`src/rtl/bw_mult_pkg.sv`:
```
package bw_mult_pkg;

    // Kind of a partial-product term in the Baugh-Wooley matrix
    typedef enum logic {
        TERM_DIRECT   = 1'b0,
        TERM_INVERTED = 1'b1
    } term_kind_e;

    // Full-adder result carried as one datapath item
    typedef struct packed {
        logic carry;
        logic sum;
    } fa_out_t;

    // A term is inverted when exactly one of its two factors is a sign bit
    function automatic term_kind_e term_kind(input int col_a, input int row_b, input int n);
        if ((col_a == n - 1) != (row_b == n - 1))
            return TERM_INVERTED;
        return TERM_DIRECT;
    endfunction

    function automatic logic pp_term(input logic ai, input logic bj, input term_kind_e k);
        if (k == TERM_INVERTED)
            return ~(ai & bj);
        return ai & bj;
    endfunction

    // Constant correction row: ones at column n and at column 2n-1
    function automatic logic corr_bit(input int col, input int n);
        return (col == n) || (col == 2 * n - 1);
    endfunction

endpackage

```
`src/rtl/bw_fa.sv`:
```
module bw_fa
    import bw_mult_pkg::*;
(
    input  logic    x,
    input  logic    y,
    input  logic    z,
    output fa_out_t o
);
    always_comb begin
        o.sum   = x ^ y ^ z;
        o.carry = (x & y) | (y & z) | (x & z);
    end
endmodule

```
`src/rtl/bw_pp_matrix.sv`:
```
module bw_pp_matrix
    import bw_mult_pkg::*;
#(
    parameter int WIDTH = 5,
    localparam int PW   = 2 * WIDTH,
    localparam int ROWS = WIDTH + 1
) (
    input  logic [WIDTH-1:0]         a_vec,
    input  logic [WIDTH-1:0]         b_vec,
    output logic [ROWS-1:0][PW-1:0]  rows
);
    // Rows 0..WIDTH-1: shifted partial products; row WIDTH: correction constants
    for (genvar j = 0; j < WIDTH; j++) begin : g_row
        for (genvar c = 0; c < PW; c++) begin : g_col
            if (c >= j && c < j + WIDTH) begin : g_term
                assign rows[j][c] = pp_term(a_vec[c-j], b_vec[j], term_kind(c - j, j, WIDTH));
            end else begin : g_zero
                assign rows[j][c] = 1'b0;
            end
        end
    end

    for (genvar c = 0; c < PW; c++) begin : g_corr
        assign rows[WIDTH][c] = corr_bit(c, WIDTH);
    end
endmodule

```
`src/rtl/bw_csa_row.sv`:
```
module bw_csa_row
    import bw_mult_pkg::*;
#(
    parameter int W = 10
) (
    input  logic [W-1:0] x_vec,
    input  logic [W-1:0] y_vec,
    input  logic [W-1:0] z_vec,
    output logic [W-1:0] s_vec,
    output logic [W-1:0] c_vec   // already weighted one column up
);
    fa_out_t fa_o [W-1];

    assign c_vec[0]     = 1'b0;
    // Top column: carry would leave the 2N-bit result, so only the sum is kept
    assign s_vec[W-1]   = x_vec[W-1] ^ y_vec[W-1] ^ z_vec[W-1];

    for (genvar k = 0; k < W - 1; k++) begin : g_fa
        bw_fa u_fa (
            .x (x_vec[k]),
            .y (y_vec[k]),
            .z (z_vec[k]),
            .o (fa_o[k])
        );
        assign s_vec[k]   = fa_o[k].sum;
        assign c_vec[k+1] = fa_o[k].carry;
    end
endmodule

```
`src/rtl/bw_ripple_add.sv`:
```
module bw_ripple_add
    import bw_mult_pkg::*;
#(
    parameter int W = 10
) (
    input  logic [W-1:0] x_vec,
    input  logic [W-1:0] y_vec,
    output logic [W-1:0] sum_vec
);
    logic [W-1:0] cy;
    fa_out_t      fa_o [W-1];

    assign cy[0]        = 1'b0;
    assign sum_vec[W-1] = x_vec[W-1] ^ y_vec[W-1] ^ cy[W-1];

    for (genvar k = 0; k < W - 1; k++) begin : g_bit
        bw_fa u_fa (
            .x (x_vec[k]),
            .y (y_vec[k]),
            .z (cy[k]),
            .o (fa_o[k])
        );
        assign sum_vec[k] = fa_o[k].sum;
        assign cy[k+1]    = fa_o[k].carry;
    end
endmodule

```
`src/rtl/bw_array_mult.sv`:
```
module bw_array_mult
    import bw_mult_pkg::*;
#(
    parameter int WIDTH   = 5,
    parameter bit OUT_REG = 1'b1
) (
    input  logic               clk,
    input  logic               rst,
    input  logic [WIDTH-1:0]   a_in,
    input  logic [WIDTH-1:0]   b_in,
    output logic [2*WIDTH-1:0] prod_out
);
    localparam int PW     = 2 * WIDTH;
    localparam int ROWS   = WIDTH + 1;
    localparam int STAGES = ROWS - 2;
    localparam logic [WIDTH-1:0] OP_MIN = {1'b1, {(WIDTH-1){1'b0}}};
    localparam logic [PW-1:0]    MIN_SQ = {2'b01, {(PW-2){1'b0}}};

    logic [ROWS-1:0][PW-1:0]   rows;
    logic [STAGES:0][PW-1:0]   acc_s;
    logic [STAGES:0][PW-1:0]   acc_c;
    logic [PW-1:0]             prod_comb;

    bw_pp_matrix #(.WIDTH(WIDTH)) u_matrix (
        .a_vec (a_in),
        .b_vec (b_in),
        .rows  (rows)
    );

    assign acc_s[0] = rows[0];
    assign acc_c[0] = rows[1];

    for (genvar k = 0; k < STAGES; k++) begin : g_stage
        bw_csa_row #(.W(PW)) u_csa (
            .x_vec (acc_s[k]),
            .y_vec (acc_c[k]),
            .z_vec (rows[k+2]),
            .s_vec (acc_s[k+1]),
            .c_vec (acc_c[k+1])
        );
    end

    bw_ripple_add #(.W(PW)) u_final (
        .x_vec   (acc_s[STAGES]),
        .y_vec   (acc_c[STAGES]),
        .sum_vec (prod_comb)
    );

    // Behavioural product, used only by the checks below
    logic signed [PW-1:0] a_wide, b_wide, ref_prod;
    assign a_wide   = PW'($signed(a_in));
    assign b_wide   = PW'($signed(b_in));
    assign ref_prod = a_wide * b_wide;

    if (OUT_REG) begin : g_reg
        logic [PW-1:0] prod_q;
        logic          live_q;

        always_ff @(posedge clk) begin
            if (rst) begin
                prod_q <= '0;
                live_q <= 1'b0;
            end else begin
                prod_q <= prod_comb;
                live_q <= 1'b1;
            end
        end
        assign prod_out = prod_q;


        product_match_chk: assert property (@(posedge clk) disable iff (rst)
            live_q |-> prod_out == $past(ref_prod));

        min_square_chk: assert property (@(posedge clk) disable iff (rst)
            (a_in == OP_MIN && b_in == OP_MIN) |=> prod_out == MIN_SQ);

        zero_operand_chk: assert property (@(posedge clk) disable iff (rst)
            (a_in == '0 || b_in == '0) |=> prod_out == '0);

        sign_rule_chk: assert property (@(posedge clk) disable iff (rst)
            (a_in != '0 && b_in != '0) |=> prod_out[PW-1] == ($past(a_in[WIDTH-1]) ^ $past(b_in[WIDTH-1])));

        reset_clear_chk: assert property (@(posedge clk)
            rst |=> prod_out == '0);

        hold_stable_chk: assert property (@(posedge clk) disable iff (rst)
            (live_q && $stable(a_in) && $stable(b_in)) |=> $stable(prod_out));
    end else begin : g_comb
        assign prod_out = prod_comb;


        product_comb_chk: assert property (@(posedge clk) disable iff (rst)
            prod_out == ref_prod);

        zero_comb_chk: assert property (@(posedge clk) disable iff (rst)
            (a_in == '0 || b_in == '0) |-> prod_out == '0);
    end
endmodule

```
`config.mk`:
```
export PLATFORM = sky130hd
export DESIGN_NAME = bw_array_mult
export DESIGN_NICKNAME = d
export VERILOG_FILES = /design/src/rtl/bw_mult_pkg.sv /design/src/rtl/bw_fa.sv /design/src/rtl/bw_pp_matrix.sv /design/src/rtl/bw_csa_row.sv /design/src/rtl/bw_ripple_add.sv /design/src/rtl/bw_array_mult.sv
export SDC_FILE = /design/constraint.sdc
export NUM_CORES = 1
export LEC_CHECK = 0
export CAP_MARGIN = 20
export CORE_UTILIZATION = 48
export DETAILED_ROUTE_END_ITERATION = 12
export MAX_ROUTING_LAYER = met4
export PLACE_DENSITY = 0.78
export SETUP_SLACK_MARGIN = 0.3
export SYNTH_ARGS = -nofsm -noshare
export SYNTH_HDL_FRONTEND = slang
export SYNTH_SLANG_ARGS = --single-unit
```
`constraint.sdc`:
```
create_clock -name clk -period 6.25 [get_ports clk]
set_input_delay 1.5625 -clock clk [delete_from_list [all_inputs] [get_ports clk]]
set_output_delay 1.5625 -clock clk [all_outputs]
set_load 0.02 [all_outputs]
```
* Word-level counts from Yosys, hierarchy flattened
Index checks and enable logic that the tools add are counted.
W data, S select, Z words.
** Cells by class
- Bitwise gates (word level) :: 156
** Operators with widths (number)
- $and A1 B1 Y1 :: 77
- $xor A1 B1 Y1 :: 39
- $or A1 B1 Y1 :: 30
- $not A1 Y1 :: 10
** Word-level totals
- Register bits :: 10
- Input port bits :: 12
- Word-level logic and storage cells :: 157

* Depth between registers and ports, before layout
- Word-level depth :: 23
- Gate-level depth with buffers :: 16
- Mapped depth without buffers :: 16

* Modules after synthesis
A second synthesis with hierarchy kept.
** Second synthesis, totals
- Cells, all modules :: 141
- Area total of the unflattened synthesis :: 1737.9 um2
** Modules (own cells, without submodules)
- bw_fa :: times used 45, cells an instance 1, area each 20.0 um2, seq. area each 0.0 um2
- bw_pp_matrix :: times used 1, cells an instance 62, area each 406.6 um2, seq. area each 0.0 um2
- bw_array_mult :: times used 1, cells an instance 20, area each 262.8 um2, seq. area each 200.2 um2
- bw_csa_row :: times used 4, cells an instance 3, area each 35.0 um2, seq. area each 0.0 um2
- bw_ripple_add :: times used 1, cells an instance 2, area each 27.5 um2, seq. area each 0.0 um2

* Least setup slack after synthesis
OpenSTA, ideal clock, no wires.
- Path kind :: input to register
- From :: in a_in[4]
- To :: reg g_reg.prod_q[9], in the netlist prod_out[9]
- Library setup time :: 0.115 ns
- Arrival time :: 5.100 ns
- Required time :: 6.135 ns
- Path slack :: 1.034 ns
- Cell stages on the path :: 15
- Cell sequence :: and2_1 -> fa_1 -> inv_1 -> fa_1 -> fa_1 -> inv_1 -> ha_1 -> inv_1 -> ha_1 -> inv_1 -> fa_1 -> fa_1 -> fa_1 -> xnor2_1 -> nor2_2
** On the way
- Longest elaborated chain between the ends :: 22
- Elaborated cells between the ends (all ways) :: 94
- Classes of those cells :: 94 x bitwise
** Ends and longest elaborated chain
- start: declaration :: line bw_array_mult.sv:9 : input logic [WIDTH-1:0] a_in,
- $and A1 B1 Y1 :: line bw_mult_pkg.sv:24 : return ~(ai & bj);
- $not A1 Y1 :: line bw_mult_pkg.sv:24
- $and A1 B1 Y1 / $xor A1 B1 Y1 (equally long branches) :: line bw_fa.sv:11, bw_fa.sv:10
- $or A1 B1 Y1 / $xor A1 B1 Y1 (equally long branches) :: line bw_fa.sv:11, bw_fa.sv:10
- $or A1 B1 Y1, or another cell as far along :: line bw_fa.sv:11 : o.carry = (x & y) | (y & z) | (x & z);
- $xor A1 B1 Y1 / $or A1 B1 Y1 (equally long branches) :: line bw_fa.sv:10, bw_fa.sv:11
- $xor A1 B1 Y1, or another cell as far along :: line bw_fa.sv:10 : o.sum = x ^ y ^ z;
- $xor A1 B1 Y1 / $or A1 B1 Y1 (equally long branches) (2 in a row) :: line bw_fa.sv:10, bw_fa.sv:11
- [2 not listed]
- $or A1 B1 Y1 / $and A1 B1 Y1 (equally long branches) :: line bw_fa.sv:11
- $and A1 B1 Y1 :: line bw_fa.sv:11
- $or A1 B1 Y1 (2 in a row) :: line bw_fa.sv:11
- $and A1 B1 Y1 :: line bw_fa.sv:11
- $or A1 B1 Y1 (2 in a row) :: line bw_fa.sv:11
- $and A1 B1 Y1 :: line bw_fa.sv:11
- $or A1 B1 Y1 (2 in a row) :: line bw_fa.sv:11
- $xor A1 B1 Y1 * :: line bw_ripple_add.sv:14 : assign sum_vec[W-1] = x_vec[W-1] ^ y_vec[W-1] ^ cy[W-1];
- end signal: assignment :: line bw_array_mult.sv:64 : prod_q <= prod_comb;
- end: declaration :: line bw_array_mult.sv:56 : logic [PW-1:0] prod_q;
Every way passes the cells marked *; elsewhere a longest branch is shown, timed or not.
A chain may end at the register's enable or synchronous reset.

* Worst setup path after layout
Same ends and word-level chain as after synthesis.

==> run_results.csv <==
group,metric,value,unit
detailed_routing,totalWireLength,1360,um
sta,finalSetupViolCount,0,
critical_path,cp_num_cells,16,
power_and_ir_drop,p_leak,0.551,nW
power_and_ir_drop,pwr_density_cell,252,nW/um^2
clock_network,cts_sinks,10,
sta,timing.fmax,180,MHz
clock_network,clockRootBuffer,"clkbuf_4",
placed_design,port-buffer-count,21,
sta,min_period_over_period,88.9,%
clock_network,htreeDepth,1,
min_path,hold_path.class,"in2reg",
global_routing,antenna_found_initial,0,
critical_path,max_stage_delay,0.53,ns
final_layout,stdcell_area,1160,sq um
synthesis,synth_seq_cells,10,
detailed_routing,route.detailed.drc,0,
detailed_routing,vias,630,
synthesis,syn_area,903,sq um
synthesis,yosysSeqAreaShare,22.2,%
synthesis,syn-instance-count,92,
placed_design,dp.cells,137,
critical_path,crit_required,6.39,ns
clock_network,clk_path_buf_depth,2,
synthesis,ys_types,12,
critical_path,crit_chain,"clkdlybuf4s50_1, and2_1, fa_1, inv_1, fa_1, fa_1, inv_1, ha_1, inv_1, ha_1, inv_1, fa_1, fa_1, fa_1, xnor2_1, nor2_2",
placed_design,hpwl,1150,um
detailed_routing,antenna_left,0,
global_routing,grt-ovfl-total,0,
sta,slew_headroom,60.5,%
critical_path,cp_top_family,"adder cells",
sta,rsz0062_at_grt,"no",
die,die-area,2060,sq um
critical_path,cp.arrival,5.70,ns
die,core,1750,sq um
die,rows,15,
final_layout,nNetsFinal,153,
synthesis,avgSynthCellArea,9.82,sq um
critical_path,critPathKind,"in2reg",
critical_path,path_buf_inv,5,
detailed_routing,via_per_inst,4.50,
sta,slew_violations,0,
die,start_util,51.8,%
critical_path,endpoint,"prod_out[9]",
clock_network,post_cts_resized,0,
global_routing,grt_first_pass_wirelength,2300,um
die,fp.dieH,45.4,um
clock_network,cts_tree,"built",
final_layout,final_layout_size_suffix_gt1_share,9.57,%
final_layout,final_cell_mix,"21 x inv_1, 21 x clkdlybuf4s50_1, 14 x fa_1",
final_layout,stdcell_count,140,
final_layout,diodes,0,
sta,fin_crit,5.56,ns
sta,tns,0,ns
status,outcome,"finished, final reports clean",
detailed_routing,drt_pre_antenna_iters,3,
sta,finalHoldViolations,0,
die,ios,22,
clock_network,cts_made_buffers,3,
final_layout,largest_reg_flops,10,
global_routing,grtUsageTotal,17.6,%
critical_path,cp-end-kind,"register",
global_routing,grt_max_degree,11,
sta,hold_slack,1.95,ns
die,die_width,45.4,um
detailed_routing,wl_per_cell,9.69,um
critical_path,critPathSlowestCell,"fa_1",
placed_design,placed_area,1130,sq um
flow_run,maxCapViolCount,0,
detailed_routing,drtIter0Drc,4,
clock_network,hold_buffers,0,
global_routing,first_global_vias,565,
placed_design,gp_congestion,0.802,
critical_path,cpMostUsedCell,"fa_1",
critical_path,cp-startpoint,"a_in[4]",
synthesis,synth_fp_nets,128,
sta,worst_pin_slew,0.591,ns
clock_network,post_cts_buffers,0,
critical_path,startpoint_type,"primary input",
power_and_ir_drop,peakVddDrop,0.160,mV
final_layout,areaGrowthSynthToFinish,28.0,%
clock_network,path_clk_slew,0.07,ns
synthesis,synth_warnings,0,
critical_path,path_max_fanout,5,
[metal layers]
| metal | vias to the layer above | GRT usage [%] | routed length, um |
|---|---|---|---|
| li1 | 310 | - | - |
| met1 | 299 | 19.2 | 576 |
| met2 | 16 | 26.6 | 684 |
| met3 | 5 | 4.76 | 43 |
| met4 | 0 | 14.5 | 53 |
| met5 | - | - | 0 |
[cells by family (layout without fill, tap and decap cells)]
logic type | after synthesis | after routing | share of synthesized area, %
xor+xnor | 1 | 1 | 0.970
simple gates | 35 | 35 | 22.0
flops | 10 | 10 | 22.2
fa+ha+maj | 24 | 24 | 44.9
buf+inv | 22 | 45 | 9.97
[synthesized netlist by cell type]
cell / number / share of area, %
ha_1: 10 / 14
nand2_1: 13 / 5.4
xnor2_1: 1 / 0.97
and2_1: 12 / 8.3
nor2_1: 2 / 0.83
nor2b_2: 4 / 3.9
buf_6: 1 / 1.2
fa_1: 14 / 31
nor2b_4: 1 / 1.5
inv_1: 21 / 8.7
dfxtp_1: 10 / 22
nor2_2: 3 / 2.1
[area by class of cell]
cell class                 instances  area [sq um]
multi-input combinational         60           613
fill                             155           589
timing repair buffer              21           210
sequential                        10           200
inverter                          21          78.8
tap                               25          31.3
clock buffer                       3          22.5
[worst min-delay path by stage]
stage                   to     from  slack (ns)  cells past startpoint
2_1_floorplan  prod_out[0]  b_in[0]        1.69                      2
3_3_place_gp   prod_out[0]  b_in[0]        2.22                      3
3_5_place_dp   prod_out[0]  b_in[0]        2.22                      3
4_1_cts        prod_out[0]  b_in[0]        1.94                      3
5_1_grt        prod_out[0]  b_in[0]        1.96                      3
6_report       prod_out[0]  b_in[0]        1.95                      3
[per-stage QoR]
stage / setup WS, ns / util [%] / power, mW
global placement: 0.423 / 64.9 / 0.247
finish: 0.692 / 66.2 / 0.291
floorplan: 1.03 / - / 0.195
detailed placement: 0.395 / 64.9 / 0.253
CTS: 0.681 / 66.2 / 0.298
global route: 0.536 / 66.2 / 0.320
[report_power, final]
part	internal [mW]	switching, mW	leakage [nW]
Clock	0.0223	0.0223	0.0138
Combinational	0.0814	0.0802	0.454
Sequential	0.0815	0.00346	0.0832
(Power assumes the default switching activity.)
